$ cat config.mk
export PLATFORM = sky130hd
export DESIGN_NAME = rstctl_top
export DESIGN_NICKNAME = d
export VERILOG_FILES = /design/src/rtl/rstctl_pkg.sv /design/src/rtl/rstctl_sync.sv /design/src/rtl/rstctl_arb.sv /design/src/rtl/rstctl_stretch.sv /design/src/rtl/rstctl_regs.sv /design/src/rtl/rstctl_top.sv
export SDC_FILE = /design/constraint.sdc
export NUM_CORES = 1
export LEC_CHECK = 0
export BUFFER_PORTS_ARGS = -buffer_cell sky130_fd_sc_hd__buf_2
export CAP_MARGIN = 20
export CORE_MARGIN = 8
export CORE_UTILIZATION = 40
export DETAILED_ROUTE_END_ITERATION = 16
export PLACE_DENSITY = 0.74
export SYNTH_ARGS = -nofsm -noshare
export SYNTH_HDL_FRONTEND = slang
export SYNTH_SLANG_ARGS = --single-unit
export TNS_END_PERCENT = 20
$ cat constraint.sdc
create_clock -name clk -period 4 [get_ports clk]
set_clock_uncertainty 0.2 [all_clocks]
set_input_delay 0.6 -clock clk [delete_from_list [all_inputs] [get_ports clk]]
set_output_delay 0.6 -clock clk [all_outputs]
set_load 0.03 [all_outputs]
$ cat src/rtl/rstctl_pkg.sv
package rstctl_pkg;
  // Source index order is also the priority order (index 0 wins).
  typedef enum logic [1:0] {
    SRC_PIN = 2'd0,
    SRC_SUP = 2'd1,
    SRC_MCD = 2'd2,
    SRC_CMP = 2'd3
  } src_e;

  localparam int NSRC = 4;
  localparam int DW   = 8;

  // Bit positions in the source register (read: cause, write: enable).
  localparam int SRCB_PIN = 0;
  localparam int SRCB_SUP = 1;
  localparam int SRCB_MCD = 2;
  localparam int SRCB_CMP = 5;

  // Bit positions in the monitor register.
  localparam int MONB_EN   = 7;
  localparam int MONB_STAT = 6;
endpackage

$ cat src/rtl/rstctl_sync.sv
module rstctl_sync #(
  parameter int WIDTH = 1,
  parameter int STAGES = 2,
  parameter logic [WIDTH-1:0] RST_VAL = '0
) (
  input  logic             clk,
  input  logic             por_n,
  input  logic [WIDTH-1:0] d,
  output logic [WIDTH-1:0] q
);
  logic [WIDTH-1:0] st [STAGES];

  always_ff @(posedge clk or negedge por_n) begin
    if (!por_n) begin
      for (int i = 0; i < STAGES; i++) st[i] <= RST_VAL;
    end else begin
      st[0] <= d;
      for (int i = 1; i < STAGES; i++) st[i] <= st[i-1];
    end
  end

  assign q = st[STAGES-1];
endmodule

$ cat src/rtl/rstctl_arb.sv
module rstctl_arb #(
  parameter int N = 4
) (
  input  logic [N-1:0] req,
  output logic [N-1:0] grant
);
  logic [N:0] above;
  assign above[0] = 1'b0;

  generate
    for (genvar i = 0; i < N; i++) begin : g_pri
      assign above[i+1] = above[i] | req[i];
      assign grant[i]   = req[i] & ~above[i];
    end
  endgenerate
endmodule

$ cat src/rtl/rstctl_stretch.sv
module rstctl_stretch #(
  parameter int HOLD = 16
) (
  input  logic clk,
  input  logic por_n,
  input  logic req,
  output logic rst_o,
  output logic start_o
);
  localparam int CW = $clog2(HOLD + 1);

  logic [CW-1:0] cnt;
  logic          rst_q;

  always_ff @(posedge clk or negedge por_n) begin
    if (!por_n) begin
      cnt   <= CW'(HOLD);
      rst_q <= 1'b1;
    end else if (req) begin
      cnt   <= CW'(HOLD);
      rst_q <= 1'b1;
    end else if (cnt != '0) begin
      cnt   <= cnt - CW'(1);
      rst_q <= 1'b1;
    end else begin
      rst_q <= 1'b0;
    end
  end

  assign rst_o   = rst_q;
  assign start_o = req & ~rst_q;
endmodule

$ cat src/rtl/rstctl_regs.sv
module rstctl_regs
  import rstctl_pkg::*;
(
  input  logic            clk,
  input  logic            por_n,
  input  logic            wr,
  input  logic            addr,
  input  logic [DW-1:0]   wdata,
  input  logic            capture,
  input  logic [NSRC-1:0] grant,
  input  logic            sup_ok,
  output logic [DW-1:0]   rdata,
  output logic            mcd_en,
  output logic            cmp_en,
  output logic            sup_sel,
  output logic            mon_en,
  output logic [NSRC-1:0] cause
);
  always_ff @(posedge clk or negedge por_n) begin
    if (!por_n) begin
      mcd_en  <= 1'b0;
      cmp_en  <= 1'b0;
      sup_sel <= 1'b0;
      mon_en  <= 1'b1;
    end else if (wr) begin
      if (!addr) begin
        mcd_en  <= wdata[SRCB_MCD];
        cmp_en  <= wdata[SRCB_CMP];
        sup_sel <= wdata[SRCB_SUP];
      end else begin
        mon_en  <= wdata[MONB_EN];
      end
    end
  end

  always_ff @(posedge clk or negedge por_n) begin
    if (!por_n)       cause <= '0;
    else if (capture) cause <= grant;
  end

  always_comb begin
    rdata = '0;
    if (!addr) begin
      rdata[SRCB_PIN] = cause[int'(SRC_PIN)];
      rdata[SRCB_SUP] = cause[int'(SRC_SUP)];
      rdata[SRCB_MCD] = cause[int'(SRC_MCD)];
      rdata[SRCB_CMP] = cause[int'(SRC_CMP)];
    end else begin
      rdata[MONB_EN]   = mon_en;
      rdata[MONB_STAT] = sup_ok;
    end
  end

  logic unused_wdata;
  assign unused_wdata = ^{wdata[0], wdata[4:3], wdata[6]};
endmodule

$ cat src/rtl/rstctl_top.sv
module rstctl_top
  import rstctl_pkg::*;
#(
  parameter int HOLD = 16,
  parameter int SYNC_STAGES = 2
) (
  input  logic          clk,
  input  logic          por_n,
  input  logic          ext_rst_n,
  input  logic          clk_lost,
  input  logic          cmp_out,
  input  logic          sup_low,
  input  logic          reg_wr,
  input  logic          reg_addr,
  input  logic [DW-1:0] reg_wdata,
  output logic [DW-1:0] reg_rdata,
  output logic          sys_rst,
  output logic          pin_drv
);
  // Synchronized inputs, packed as {sup_low, cmp_out, ext_rst_n}.
  logic [2:0] async_in, sync_out;
  logic       pin_s, cmp_s, suplow_s;

  assign async_in = {sup_low, cmp_out, ext_rst_n};

  rstctl_sync #(
    .WIDTH  (3),
    .STAGES (SYNC_STAGES),
    .RST_VAL(3'b011)
  ) sync_i (
    .clk  (clk),
    .por_n(por_n),
    .d    (async_in),
    .q    (sync_out)
  );

  assign pin_s    = sync_out[0];
  assign cmp_s    = sync_out[1];
  assign suplow_s = sync_out[2];

  logic            mcd_en, cmp_en, sup_sel, mon_en;
  logic [NSRC-1:0] req_vec, grant_vec, cause_q;
  logic            any_req, start;

  always_comb begin
    req_vec                 = '0;
    req_vec[int'(SRC_PIN)]  = ~pin_s;
    req_vec[int'(SRC_SUP)]  = mon_en & sup_sel & suplow_s;
    req_vec[int'(SRC_MCD)]  = mcd_en & clk_lost;
    req_vec[int'(SRC_CMP)]  = cmp_en & ~cmp_s;
  end

  assign any_req = |req_vec;

  rstctl_arb #(.N(NSRC)) arb_i (
    .req  (req_vec),
    .grant(grant_vec)
  );

  rstctl_stretch #(.HOLD(HOLD)) stretch_i (
    .clk    (clk),
    .por_n  (por_n),
    .req    (any_req),
    .rst_o  (sys_rst),
    .start_o(start)
  );

  rstctl_regs regs_i (
    .clk    (clk),
    .por_n  (por_n),
    .wr     (reg_wr),
    .addr   (reg_addr),
    .wdata  (reg_wdata),
    .capture(start),
    .grant  (grant_vec),
    .sup_ok (~suplow_s),
    .rdata  (reg_rdata),
    .mcd_en (mcd_en),
    .cmp_en (cmp_en),
    .sup_sel(sup_sel),
    .mon_en (mon_en),
    .cause  (cause_q)
  );

  assign pin_drv = sys_rst & (cause_q[int'(SRC_SUP)] | cause_q[int'(SRC_CMP)]);
endmodule

==> key figures, run 1 <==
Clock tree
  • Clock Pin Slew Worst Setup and Hold Paths: 0.11 ns
  • CTS Sinks: 20
  • Clk buf depth: 2
  • Post-CTS Setup Inserts: 0
  • CTS buffer count: 3
  • CTS HTree Levels: 1
  • Post_cts resized: 0
  • Clk Latency, worst-skew pair: 0.30 ns
  • # hold bufs at CTS: 0
  • TritonCTS clock tree: built
  • Root Buffer: clkbuf_4

Global route
  • Largest net degree at the start of global routing: 21
  • Tot GR Track Use: 8.97%
  • Initial antenna violation count: 0
  • Vias in the first global route: 649
  • First-pass GRT wire length: 2890 um
  • Gr ovfl total: 0

Synth
  • Seq/Total Area, Yosys: 59.4%
  • Post-synth EDFFs: 0
  • Synth Warn #: 0
  • Most used DFF post-synth: dfrtp_1
  • Yosys cell types: 31
  • Mapped Area: 857 sq um
  • Cells after synthesis: 73
  • Post-synthesis area per instance: 11.7 sq um
  • #FFs+latches synth: 20
  • Synth area leaders: dfrtp_1, dfstp_2, mux2_2
  • Async SR Flop Fraction: 100%
  • Largest area contributor in the netlist: dfrtp_1
  • Synth top area share: 38.0%

Finish
  • NumNets Final: 112
  • Layout cells sized above 1: 37.2%
  • Filler cells: 189
  • Final Non-Filler Cells: 121
  • P&R area growth vs syn: 16.4%
  • Antenna diodes: 0

STA
  • FMAX: 0.483 GHz
  • Worst-Margin Slew: 0.515 ns
  • Crit path time final: 2.07 ns
  • Unrepaired setup endpoints after global routing: no
  • Final setup vio count: 0
  • Count of final hold-check violations: 0
  • Slew Limit Fails: 0
  • Slew HR: 65.2%
  • Final TNS setup: 0 ns
  • Fin crit share: 51.8%

Die
  • I/O pins: 26
  • CORE AREA: 2000 sq um
  • Die Y: 62.3 um
  • Die area: 3880 sq um
  • Initial core utilization: 42.8%
  • Die width: 62.3 um
  • Row cnt: 16

Critical path
  • CP max stage delay: 0.64 ns
  • WP buf/inv: 1
  • Crit-path cells: o21a_1, buf_2
  • Crit path DAT: 1.27 ns
  • Critical-path top delay cell: dfstp_2
  • Element type at the critical path start: flip-flop
  • R2R Path Start: stretch_i.cnt[0]
  • Critical path type: reg2out
  • R2r worst-path depth: 5
  • Critical Path End Type: output port
  • Req. time, crit path: 3.20 ns
  • Largest fanout on the critical path: 10
  • Cell family with most CP delay: flip-flops
  • R2R setup slack: 2.29 ns
  • FF-to-FF End: stretch_i.cnt[1]

Run
  • Max Cap Viol: 0

Route
  • DRC: 0
  • Initial DRC Count: 5
  • Routed vias: 583
  • First-pass DRT Iterations: 4
  • Number of nets still failing antenna checks after routing: 0
  • WL/cell: 12.5 um
  • WL final: 1510 um
  • Number of vias per cell: 4.82

Place
  • DP HPWL: 1180 um
  • Routability Congestion: 0.732
  • Placed Cells: 117
  • Port Buffers: 19

Power and ir drop
  • VDD IR max: 278 uV
  • Pwr Density: 488 nW/um^2
  • Leakage: 0.450 nW

Status
  • Status: completed

Min path
  • Worst Hold Class: in2async
[metal layers]
layer / track usage (%) / share of wire, % / up-vias / wire length [um]
met5: 0 / 0 / - / 0
met4: 3.42 / 1.3 / 0 / 20
met3: 4.12 / 6.5 / 2 / 99
met2: 14.7 / 49 / 16 / 735
met1: 9.85 / 43 / 274 / 658
li1: - / - / 291 / -
[worst max-delay path by stage]
| stage | cells after the start | slack (ns) | startpoint | to |
|---|---|---|---|---|
| floorplan | 2 | 2.00 | stretch_i.rst_o | pin_drv |
| global placement | 3 | 2.11 | reg_addr | reg_rdata[6] |
| detailed placement | 3 | 2.12 | reg_addr | reg_rdata[6] |
| CTS | 2 | 1.92 | stretch_i.rst_o | pin_drv |
| global route | 2 | 1.84 | stretch_i.rst_o | pin_drv |
| finish | 2 | 1.93 | stretch_i.rst_o | pin_drv |
[layout by cell type, fill, tap and decap left out, types with 2 or more instances in the layout]
cell and instances:
dfstp_2 7, nand3_1 3, mux2_2 4, dfrtp_1 13
inv_1 4, nand2b_1 3, conb_1 2, nor3_1 3
nand4_1 2, nand2_1 3, nor2_1 5, nor2b_1 5
buf_2 19, clkbuf_4 3
[synth_stat cells (all sizes together) (2+ instances only)]
master	n
nand2	3
dfstp	7
dfrtp	13
buf	2
inv	4
nand3	3
nand2b	3
mux2	4
nand4	2
nor2	5
nor3	3
nor2b	5
[report_power, final]
part | leakage, nW | switching [mW] | internal (mW)
logic | 0.208 | 0.0735 | 0.0561
registers | 0.227 | 0.0222 | 0.238
clock network | 0.0150 | 0.0575 | 0.0388
[state kept, by name (all words and copies together), names as in the netlist]
signal / cells
stretch_i.cnt: 5
regs_i.mcd_en: 1
sync_i.q: 3
regs_i.sup_sel: 1
regs_i.cmp_en: 1
sync_i.st: 3
regs_i.cause: 4
stretch_i.rst_o: 1
regs_i.mon_en: 1
[layout make-up]
cell class / count / area, sq um / area share [%]
Sequential cell: 20 / 509 / 51.1
Multi-Input combinational cell: 47 / 318 / 31.9
Timing Repair Buffer: 19 / 95.1 / 9.54
Tap cell: 27 / 33.8 / 3.39
Clock buffer: 4 / 26.3 / 2.63
Inverter: 4 / 15.0 / 1.51
[logic make-up (layout without fill, tap and decap cells)]
logic type | Yosys count | after routing | synth area share [%]
and+or+nand+nor | 29 | 29 | 19.3
DFF | 20 | 20 | 59.4
AOI/OAI and AO/OA | 10 | 10 | 9.20
buffers and inverters | 7 | 27 | 3.94
muxes | 4 | 4 | 5.26
adders and majority gates | 1 | 1 | 1.46
other | 1 | 2 | 0.438
xor gates and xnor gates | 1 | 1 | 1.02
[stage by stage]
step | util [%] | cell area [sq um] | total power [mW] | hold WS (ns) | setup slack [ns]
2_1_floorplan | - | 861 | 0.360 | 0.104 | 2.00
3_3_place_gp | 48.5 | 971 | 0.389 | 0.133 | 2.11
3_5_place_dp | 48.5 | 971 | 0.396 | 0.137 | 2.12
4_1_cts | 49.8 | 997 | 0.492 | 0.0339 | 1.92
5_1_grt | 49.8 | 997 | 0.522 | 0.0393 | 1.84
6_report | 49.8 | 997 | 0.486 | 0.0202 | 1.93
(Power assumes the default switching activity.)
==> inputs of run 2 (changes only) <==
- ABC_AREA: default -> 1
- PLACE_DENSITY: 0.74 -> 0.75
- clock period: 4 -> 1.7 ns (I/O delays scaled with it)
==> key figures, run 2 <==
Clock tree
  • Clk Latency, worst-skew pair: 0.30 ns (about the same)
  • Clock Pin Slew Worst Setup and Hold Paths: 0.11 ns (about the same)
  • CTS buffer count: 3 (unchanged)
  • Root Buffer: clkbuf_4
  • CTS HTree Levels: 1 (unchanged)
  • TritonCTS clock tree: built
  • Clk buf depth: 2 (unchanged)
  • CTS Sinks: 20 (unchanged)

Place
  • Dpl ws: 0.303 ns (-1.81 ns)
  • DP HPWL: 1310 um (+11%)
  • Port Buffers: 19 (unchanged)
  • Routability Congestion: 0.830 (+13%)
  • Placed Cells: 139 (+19%)
  • Placed inst area: 1040 sq um (+7.3%)

Synth
  • Post-synthesis area per instance: 9.94 sq um (-15%)
  • Mapped Area: 935 sq um (+9.1%)
  • Yosys cell types: 29 (-6.5%)
  • Synth Warn #: 0 (unchanged)
  • Commonest cells post-synth: nand2_1, inv_1, dfrtp_1
  • Most used DFF post-synth: dfrtp_1
  • Synth top area share: 34.8% (-3.2 points)
  • Most used standard cell by instance count after synthesis: nand2_1
  • Synth area leaders: dfrtp_1, dfstp_2, nand2_1
  • Seq/Total Area, Yosys: 54.5% (-4.9 points)
  • #FFs+latches synth: 20 (unchanged)
  • Async SR Flop Fraction: 100% (unchanged)
  • Cells after synthesis: 94 (+29%)
  • Largest area contributor in the netlist: dfrtp_1
  • Post-synth EDFFs: 0 (unchanged)

Critical path
  • Req. time, crit path: 1.24 ns (-1.96 ns)
  • Critical-path top delay cell: dfstp_2
  • Crit-path cells: inv_2, a21oi_1, buf_4
  • FF-to-FF End: regs_i.mon_en
  • CP max stage delay: 0.55 ns (-0.09 ns)
  • Critical Path End Type: output port
  • R2r worst-path depth: 3 (-2)
  • R2R setup slack: 0.14 ns (-2.15 ns)
  • Element type at the critical path start: flip-flop
  • R2R Path Start: regs_i.mon_en
  • Largest fanout on the critical path: 4 (-6)
  • Worst Setup EP: pin_drv
  • Crit path DAT: 1.17 ns (-0.10 ns)
  • WP buf/inv: 2 (+1)
  • Setup crit start: stretch_i.rst_o
  • Critical path type: reg2out
  • Cell family with most CP delay: flip-flops
  • Stages on worst setup path: 3 (+1)

Route
  • DRC: 0 (unchanged)
  • WL/cell: 11.5 um (-7.8%)
  • Number of vias per cell: 4.48 (-7.1%)
  • Number of nets still failing antenna checks after routing: 0 (unchanged)
  • First-pass DRT Iterations: 4 (unchanged)
  • WL final: 1760 um (+17%)
  • Routed vias: 685 (+17%)
  • Initial DRC Count: 17 (+12)

STA
  • Slew Limit Fails: 0 (unchanged)
  • Hold_ws: 0.00741 ns (-0.0128 ns)
  • Unrepaired setup endpoints after global routing: no
  • Fin crit share: 95.5%
  • Final TNS setup: 0 ns (unchanged)
  • PnR worst setup slack: 0.0760 ns (-1.85 ns)
  • Crit path time final: 1.62 ns
  • Count of final hold-check violations: 0 (unchanged)
  • Final setup vio count: 0 (unchanged)
  • FMAX: 0.616 GHz

Die
  • I/O pins: 26 (unchanged)
  • Die area: 4140 sq um (+6.7%)
  • Initial core utilization: 42.3% (-0.56 points)
  • Die width: 64.3 um (+3.3%)
  • Row cnt: 17 (+1)
  • Die Y: 64.3 um (+3.3%)
  • CORE AREA: 2210 sq um (+10%)

Global route
  • Largest net degree at the start of global routing: 21 (unchanged)
  • Gr ovfl total: 0 (unchanged)
  • Initial antenna violation count: 0 (unchanged)
  • First-pass GRT wire length: 3060 um (+5.9%)
  • Vias in the first global route: 705 (+8.6%)
  • Tot GR Track Use: 9.32% (+0.35 points)

Finish
  • Largest regs: stretch_i.cnt: 5 flops, regs_i.cause: 4 flops
  • NumNets Final: 143 (+28%)
  • Antenna diodes: 0 (unchanged)
  • Sequential Area: 509 sq um (unchanged)
  • Most frequent cells in the layout: buf_2, nand2_1, inv_1, dfrtp_1, dlygate4sd3_1
  • P&R area growth vs syn: 25.0%
  • Reg with most FFs: stretch_i.cnt
  • Commonest non-fill, non-tap cell in the layout: buf_2
  • Area of the multi-input gates: 329 sq um (+3.5%)
  • Design area: 1170 sq um (+17%)
  • Filler cells: 216 (+14%)
  • Max reg flops: 5 (unchanged)
  • Layout cells sized above 1: 40.0% (+2.8 points)
  • Final Non-Filler Cells: 153 (+26%)

Status
  • Status: completed

Run
  • Max Cap Viol: 0 (unchanged)

Power and ir drop
  • VDD IR max: 777 uV (+180%)
  • Leakage: 0.629 nW (+40%)
  • Pwr Density: 1110 nW/um^2 (+130%)

Min path
  • Hold Crit Depth: 3
  • Worst Hold Class: in2reg
  • Beginning of the worst hold path: clk_lost
## run 2: changes by cell type after synthesis, sizes merged, moves of 2 or more
cell    change
inv        +13
a21oi       +3
nand3       +4
nand2      +18
nor3        -2
nor2        +3
nor2b       -5
nand2b      -3
## run 2: kinds of logic after synthesis
logic type / count (synthesis) / synth area share, %
and+or+nand+nor: 39 / 21.6
buffers and inverters: 21 / 10.7
DFF: 20 / 54.5
AOI/OAI and AO/OA: 8 / 5.76
muxes: 3 / 4.82
adders and majority gates: 1 / 1.34
other: 1 / 0.401
xor gates and xnor gates: 1 / 0.937
## run 2: cell type report
type,instances,share of cell area (%)
flip-flops and latches,20,43.6
multi-input cells,54,28.2
repair buffers,29,16.7
inverters,18,6.32
well taps,28,3.00
clock buffers,4,2.25
## run 2: per-stage QoR
stage | power [mW] | util, %
6_report | 1.30 | 52.8
5_1_grt | 1.39 | 52.8
4_1_cts | 1.32 | 52.8
3_5_place_dp | 1.06 | 47.1
3_3_place_gp | 1.03 | 47.1
2_1_floorplan | 0.948 | -
## run 2: worst min-delay path, stage by stage
cell,delay (ns)
buf_2,0.11
nand4_1,0.07
nand2_1,0.05
## run 2: where the power goes
part / total, mW / internal (mW) / switching (mW)
clock: 0.228 / 0.0914 / 0.137
combinational: 0.449 / 0.173 / 0.276
sequential: 0.623 / 0.570 / 0.0529
## run 2: worst min-delay path by stage
stage                      end  slack (ns)
3_3_place_gp     regs_i.cmp_en       0.009
5_1_grt        regs_i.cause[2]       0.004
6_report       regs_i.cause[2]       0.007
3_5_place_dp     regs_i.cmp_en        0.02
4_1_cts        regs_i.cause[2]       0.005
2_1_floorplan  regs_i.cause[0]       -0.24
## run 2: timing repair
action / in CTS / in global routing
setup endpoints to repair: 1 / 1
hold buffers: 9 / 0
buffers inserted: 1 / 0
hold endpoints to repair: 22 / 0
resized for setup: 1 / 1
## run 2: layer usage
layer  vias up  global-route usage, %  wire length (um)
li1        347                      -                 -
met1       317                   9.75               712
met2        17                   15.5               907
met3         4                   4.70               120
met4         0                   3.81                22
met5         -                      0                 0
